**config.mk**
```make
export PLATFORM = sky130hd
export DESIGN_NAME = cwu_top
export DESIGN_NICKNAME = d
export VERILOG_FILES = /design/src/rtl/cwu_pkg.sv /design/src/rtl/cwu_regs.sv /design/src/rtl/cwu_counter.sv /design/src/rtl/cwu_outlogic.sv /design/src/rtl/cwu_top.sv
export SDC_FILE = /design/constraint.sdc
export NUM_CORES = 1
export LEC_CHECK = 0
export BUFFER_PORTS_ARGS = -buffer_cell sky130_fd_sc_hd__buf_2
export CAP_MARGIN = 10
export CELL_PAD_IN_SITES_DETAIL_PLACEMENT = 1
export CELL_PAD_IN_SITES_GLOBAL_PLACEMENT = 2
export CORE_ASPECT_RATIO = 1.2
export CORE_MARGIN = 2
export CORE_UTILIZATION = 32
export DETAILED_ROUTE_END_ITERATION = 7
export GPL_TIMING_DRIVEN = 1
export PLACE_DENSITY = 0.74
export SLEW_MARGIN = 20
export SYNTH_ARGS = -nofsm -noshare
export SYNTH_HDL_FRONTEND = slang
export SYNTH_SLANG_ARGS = --single-unit
```
**constraint.sdc**
```tcl
create_clock -name clk -period 2 [get_ports clk]
set_clock_uncertainty 0.05 [all_clocks]
set_input_delay 0.2 -clock clk [delete_from_list [all_inputs] [get_ports clk]]
set_output_delay 0.2 -clock clk [all_outputs]
set_load 0.05 [all_outputs]
```
**src/rtl/cwu_pkg.sv**
```systemverilog
package cwu_pkg;

   localparam int WM_W      = 3;
   localparam int OM_W      = 2;
   localparam int WM_LSB    = 0;
   localparam int OM_LSB    = 4;
   localparam int CTL_MIN_W = OM_LSB + OM_W;

   typedef enum logic [OM_W-1:0] {
      OM_OFF    = 2'b00,
      OM_TOGGLE = 2'b01,
      OM_CLEAR  = 2'b10,
      OM_SET    = 2'b11
   } out_mode_t;

   typedef struct packed {
      logic pwm;
      logic top_is_cmp;
      logic wide_toggle;
   } wave_dec_t;

   function automatic wave_dec_t decode_wave(input logic [WM_W-1:0] code);
      wave_dec_t d;
      d = '0;
      case (code)
         3'b010: d.top_is_cmp = 1'b1;
         3'b011: d.pwm        = 1'b1;
         3'b111: begin
            d.pwm        = 1'b1;
            d.top_is_cmp = 1'b1;
         end
         default: d = '0;
      endcase
      d.wide_toggle = code[WM_W-1];
      return d;
   endfunction

endpackage

```
**src/rtl/cwu_regs.sv**
```systemverilog
module cwu_regs
   import cwu_pkg::*;
#(
   parameter int CNT_W  = 8,
   parameter int ADDR_W = 2
) (
   input  logic              clk,
   input  logic              rst_n,
   input  logic              wr_en,
   input  logic [ADDR_W-1:0] wr_addr,
   input  logic [CNT_W-1:0]  wr_data,
   input  logic              pwm,
   input  logic              wrap_load,
   output logic [WM_W-1:0]   wave_mode,
   output out_mode_t         out_mode,
   output logic [CNT_W-1:0]  cmp_act
);

   localparam logic [ADDR_W-1:0] CTL_ADDR = ADDR_W'(0);
   localparam logic [ADDR_W-1:0] CMP_ADDR = ADDR_W'(1);

   generate
      if (CNT_W < CTL_MIN_W) begin : g_bad_width
         $error("cwu_regs: CNT_W too small for the control fields");
      end
      if (ADDR_W < 1) begin : g_bad_addr
         $error("cwu_regs: ADDR_W must be at least 1");
      end
   endgenerate

   logic             ctl_hit;
   logic             cmp_hit;
   logic [CNT_W-1:0] cmp_buf;

   assign ctl_hit = wr_en && (wr_addr == CTL_ADDR);
   assign cmp_hit = wr_en && (wr_addr == CMP_ADDR);

   always_ff @(posedge clk or negedge rst_n) begin
      if (!rst_n) begin
         wave_mode <= '0;
         out_mode  <= OM_OFF;
      end else if (ctl_hit) begin
         wave_mode <= wr_data[WM_LSB +: WM_W];
         out_mode  <= out_mode_t'(wr_data[OM_LSB +: OM_W]);
      end
   end

   always_ff @(posedge clk or negedge rst_n) begin
      if (!rst_n) begin
         cmp_buf <= '0;
      end else if (cmp_hit) begin
         cmp_buf <= wr_data;
      end
   end

   always_ff @(posedge clk or negedge rst_n) begin
      if (!rst_n) begin
         cmp_act <= '0;
      end else if (pwm) begin
         if (wrap_load) begin
            cmp_act <= cmp_buf;
         end
      end else if (cmp_hit) begin
         cmp_act <= wr_data;
      end
   end

endmodule

```
**src/rtl/cwu_counter.sv**
```systemverilog
module cwu_counter #(
   parameter int CNT_W = 8
) (
   input  logic             clk,
   input  logic             rst_n,
   input  logic             tick,
   input  logic             top_is_cmp,
   input  logic [CNT_W-1:0] cmp_act,
   output logic [CNT_W-1:0] cnt,
   output logic             at_top,
   output logic             match
);

   localparam logic [CNT_W-1:0] CNT_MAX = {CNT_W{1'b1}};
   localparam logic [CNT_W-1:0] CNT_ONE = CNT_W'(1);

   logic [CNT_W-1:0] top_val;

   assign top_val = top_is_cmp ? cmp_act : CNT_MAX;
   assign at_top  = (cnt == top_val);
   assign match   = (cnt == cmp_act);

   always_ff @(posedge clk or negedge rst_n) begin
      if (!rst_n) begin
         cnt <= '0;
      end else if (tick) begin
         cnt <= at_top ? '0 : cnt + CNT_ONE;
      end
   end

endmodule

```
**src/rtl/cwu_outlogic.sv**
```systemverilog
module cwu_outlogic
   import cwu_pkg::*;
(
   input  logic      clk,
   input  logic      rst_n,
   input  logic      tick,
   input  logic      pwm,
   input  logic      wide_toggle,
   input  out_mode_t out_mode,
   input  logic      match,
   input  logic      at_top,
   input  logic      dir,
   output logic      wave,
   output logic      wave_oe
);

   logic wave_nxt;
   logic pin_free;

   always_comb begin
      wave_nxt = wave;
      if (tick) begin
         if (!pwm) begin
            if (match) begin
               case (out_mode)
                  OM_TOGGLE: wave_nxt = ~wave;
                  OM_CLEAR:  wave_nxt = 1'b0;
                  OM_SET:    wave_nxt = 1'b1;
                  default:   wave_nxt = wave;
               endcase
            end
         end else begin
            case (out_mode)
               OM_TOGGLE: begin
                  if (wide_toggle && match) wave_nxt = ~wave;
               end
               OM_CLEAR: begin
                  if (at_top)     wave_nxt = 1'b1;
                  else if (match) wave_nxt = 1'b0;
               end
               OM_SET: begin
                  if (at_top)     wave_nxt = 1'b0;
                  else if (match) wave_nxt = 1'b1;
               end
               default: wave_nxt = wave;
            endcase
         end
      end
   end

   always_ff @(posedge clk or negedge rst_n) begin
      if (!rst_n) wave <= 1'b0;
      else        wave <= wave_nxt;
   end

   assign pin_free = (out_mode == OM_OFF) ||
                     (pwm && (out_mode == OM_TOGGLE) && !wide_toggle);
   assign wave_oe  = dir && !pin_free;

endmodule

```
**src/rtl/cwu_top.sv**
```systemverilog
module cwu_top
   import cwu_pkg::*;
#(
   parameter int CNT_W  = 8,
   parameter int ADDR_W = 2
) (
   input  logic              clk,
   input  logic              rst_n,
   input  logic              wr_en,
   input  logic [ADDR_W-1:0] wr_addr,
   input  logic [CNT_W-1:0]  wr_data,
   input  logic              tick_i,
   input  logic              pin_dir_i,
   output logic [CNT_W-1:0]  count_o,
   output logic              wave_o,
   output logic              wave_oe_o
);

   logic [WM_W-1:0]  wm_w;
   out_mode_t        om_w;
   wave_dec_t        dec_w;
   logic [CNT_W-1:0] cmp_act_w;
   logic             at_top_w;
   logic             match_w;

   assign dec_w = decode_wave(wm_w);

   cwu_regs #(
      .CNT_W  (CNT_W),
      .ADDR_W (ADDR_W)
   ) regs_i (
      .clk       (clk),
      .rst_n     (rst_n),
      .wr_en     (wr_en),
      .wr_addr   (wr_addr),
      .wr_data   (wr_data),
      .pwm       (dec_w.pwm),
      .wrap_load (tick_i && at_top_w),
      .wave_mode (wm_w),
      .out_mode  (om_w),
      .cmp_act   (cmp_act_w)
   );

   cwu_counter #(
      .CNT_W (CNT_W)
   ) cnt_i (
      .clk        (clk),
      .rst_n      (rst_n),
      .tick       (tick_i),
      .top_is_cmp (dec_w.top_is_cmp),
      .cmp_act    (cmp_act_w),
      .cnt        (count_o),
      .at_top     (at_top_w),
      .match      (match_w)
   );

   cwu_outlogic out_i (
      .clk         (clk),
      .rst_n       (rst_n),
      .tick        (tick_i),
      .pwm         (dec_w.pwm),
      .wide_toggle (dec_w.wide_toggle),
      .out_mode    (om_w),
      .match       (match_w),
      .at_top      (at_top_w),
      .dir         (pin_dir_i),
      .wave        (wave_o),
      .wave_oe     (wave_oe_o)
   );

endmodule

```
==> run_results.csv <==
group,metric,value,unit
status,status,"finished with violations",
status,violations,"setup timing",
synth,synth-adder-area-share,0.797,%
clocking,cts_tree,"yes",
drt,routed_wl,4040,um
floorplan,coreArea,4660,um2
synth,synth.cell_area,1570,um2
sta,setup_slack,-0.0308,ns
worst_setup_path,cp-start-kind,"flop",
drt,drc_errors,0,
synth,synth_xor_area_share,4.39,%
job,maxCapViolCount,0,
synth,seq_area_frac_synth,47.8,%
power_and_ir_drop,internal-power,1460,uW
synth,synth_cell_types,41,
sta,fin_setup_tns,-0.0308,ns
placed_design,port_buffers,24,
drt,wl_per_cell,16.1,um
floorplan,ios,25,
sta,hold_viol,0,
synth,synth-edff-count,0,
worst_setup_path,critPathCaptureType,"flop",
drt,vias,1347,
worst_setup_path,crit_type,"flop to flop",
power_and_ir_drop,pwr_density_cell,1220,nW/um2
clocking,cts_buffers,5,
synth,synth_nets,165,
sta,rsz0062_at_grt,"yes",
floorplan,rows,27,
synth,synth_top_family_by_area,"compound AO/OA/AOI/OAI gates",
power_and_ir_drop,swShare,40.6,%
floorplan,dieHeight,80.7,um
synth,postSynthCellCount,149,
cells_and_area,seq_area,761,um2
power_and_ir_drop,p_seq_share,38.4,%
synth,synth-simple-area-share,15.3,%
synth,syn_area_per_cell,10.5,um2
clocking,cts.htree.levels,2,
synth,synth_compound_area_share,20.3,%
global_route,grt_pass1_vias,1356,
clocking,clock_path_buffers,2,
clocking,cts_sinks,30,
cells_and_area,area_delta_synth_final,29.2,%
floorplan,fp.dieW,67.9,um
sta,fmaxAchievable,0.492,GHz
placed_design,place_ws,-0.0277,ns
floorplan,initial_core_util,33.7,%
worst_setup_path,worstPathArrival,2.16,ns
worst_setup_path,cp_max_fo,4,
cells_and_area,final_nets,208,
cells_and_area,diodes,0,
sta,slew_violations,0,
global_route,grt_start_max_net_pins,31,
sta,setup_viol,1,
clocking,clk_pin_slew,0.07,ns
drt,ant_nets,0,
placed_design,place_area,1850,um2
global_route,track_usage,17.1,%
placed_design,place_hpwl,2960,um
sta,worst_pin_slew,0.677,ns
placed_design,place_congestion,0.752,
cells_and_area,design_area,2030,um2
synth,async_reset_ff_share,100,%
worst_setup_path,cp_data_required_time,2.13,ns
cells_and_area,fill_cells,548,
power_and_ir_drop,ir_drop,0.000364,V
sta,slew-limit-headroom,54.8,%
drt,dr.pass1.iters,4,
power_and_ir_drop,pwr-share-clk,20.8,%
global_route,antenna_found_initial,0,
worst_hold_path,hold_path_class,"primary input to flop",
global_route,grt_pass1_wl,6820,um
synth,synthFlopType,"dfrtp_1",
drt,viasPerCell,5.37,
synth,muxShareOfSynthArea,9.25,%
drt,dr.first_iter.drc_count,77,
cells_and_area,multi_input_area,848,um2
synth,yosysWarnings,0,
global_route,overflow,0,
floorplan,dieArea,5480,um2
clocking,cts_root_buf,"clkbuf_8",
cells_and_area,drive_above_1_share,43.0,%
sta,finalCritPeriodShare,102,%
power_and_ir_drop,comb_power_share,40.9,%
clocking,insertion_delay,0.29,ns
power_and_ir_drop,switchingPower,999,uW
power_and_ir_drop,cellLeakagePower,0.000859,uW
sta,fin_crit,2.03,ns
synth,ys_seq_elements,30,
[path summary, 6_finish.rpt]
path	endpoint	depth (start not counted)	from	slack, ns
max in group asynchronous	cnt_i.cnt[1]	2	rst_n	0.99
max reg2reg	out_i.wave	6	regs_i.cmp_act[7]	-0.03
max	out_i.wave	6	regs_i.cmp_act[7]	-0.03
min in group asynchronous	cnt_i.cnt[5]	2	rst_n	0.43
min reg2reg	regs_i.cmp_buf[0]	1	regs_i.cmp_buf[0]	0.46
min	regs_i.cmp_buf[3]	2	wr_data[3]	0.12
[cells in the mapped netlist (2+ instances only)]
cell type | number | area share [%]
dfrtp_1 | 30 | 48
o22ai_1 | 2 | 0.80
o211ai_1 | 3 | 1.4
and3_1 | 3 | 1.2
o31ai_1 | 2 | 0.96
nor2b_1 | 2 | 0.80
nor3_1 | 2 | 0.64
nand2b_1 | 4 | 1.6
nand3_1 | 6 | 1.9
o22a_1 | 7 | 3.9
inv_1 | 7 | 1.7
a21oi_1 | 5 | 1.6
xnor2_1 | 3 | 1.7
o21ai_0 | 7 | 2.2
o21a_1 | 7 | 3.3
nor2_1 | 8 | 1.9
mux2_2 | 12 | 8.6
nand2_1 | 12 | 2.9
or4_1 | 2 | 0.96
xor2_1 | 3 | 1.7
a31oi_1 | 2 | 0.80
[timing repair]
action | CTS | global route
setup buffers | 1 | 2
pin swaps | 1 | 1
hold buffers | 1 | 0
endpoints found under the hold margin | 30 | 0
endpoints found under the setup margin | 2 | 11
resized for setup | 1 | 10
[final cells by class]
type / instances / share of cell area [%]
Clock buffer: 7 / 4.26
Clock inverter: 1 / 0.247
Inverter: 7 / 1.30
Multi-Input combinational cell: 110 / 41.9
Sequential cell: 30 / 37.5
Tap cell: 58 / 3.58
Timing Repair Buffer: 38 / 11.2
[placed cells by master (no fill, tap or decap), types with 4 or more instances in the layout]
cell type  Yosys  layout
nor2_1         8       8
a21oi_1        5       4
buf_4          0      13
buf_2          0      24
xnor2_2        1       4
nand2_1       12      10
nand2b_1       4       4
o21ai_0        7       7
o22a_1         7       7
inv_1          7       5
o21a_1         7       7
nand3_1        6       6
clkbuf_8       0       6
mux2_2        12      12
dfrtp_2        0       8
dfrtp_1       30      22
[worst max-delay path, cell delays in order (launching register included)]
cell	delay [ns]
dfrtp_1	0.45
xnor2_2	0.22
nand2_2	0.09
or4_4	0.55
or4_1	0.41
o211ai_1	0.11
a21oi_2	0.04
[stage by stage]
stage / utilization [%] / hold WS (ns) / cells / power, uW
after floorplan: - / -0.146 / 149 / 1540
after global placement: 39.6 / 0.221 / 239 / 1830
after detailed placement: 39.6 / 0.241 / 239 / 1860
after CTS: 42.1 / 0.111 / 249 / 2410
after global routing: 43.5 / 0.114 / 251 / 2650
final: 43.5 / 0.117 / 251 / 2460
[cell families after synthesis]
| family | count (synthesis) |
|---|---|
| adder cells (fa/ha/maj) | 1 |
| XOR/XNOR | 7 |
| flip-flops | 30 |
| AO/OA/AOI/OAI | 43 |
| buffers and inverters | 9 |
| multiplexers | 13 |
| AND/OR/NAND/NOR | 46 |
[power by group through the flow]
stage,clock network [uW],registers [uW],logic [uW]
2_1_floorplan,0,1110,434
5_1_grt,563,975,1110
4_1_cts,533,935,943
3_5_place_dp,0,949,909
3_3_place_gp,0,939,890
6_report,511,946,1010
[state kept, by name, summed over array words and instances (netlist names)]
register,flops
regs_i.cmp_act,8
cnt_i.cnt,8
regs_i.wave_mode,3
out_i.wave,1
regs_i.cmp_buf,8
regs_i.out_mode,2
[metal layers]
layer  vias up  global-route usage, %  part of all wire, %
li1        636                      -                    -
met1       677                   21.1                   42
met2        26                   28.5                   51
met3         8                   4.62                  3.8
met4         0                   5.40                  2.8
met5         -                      0                    0
(Power assumes the default switching activity.)
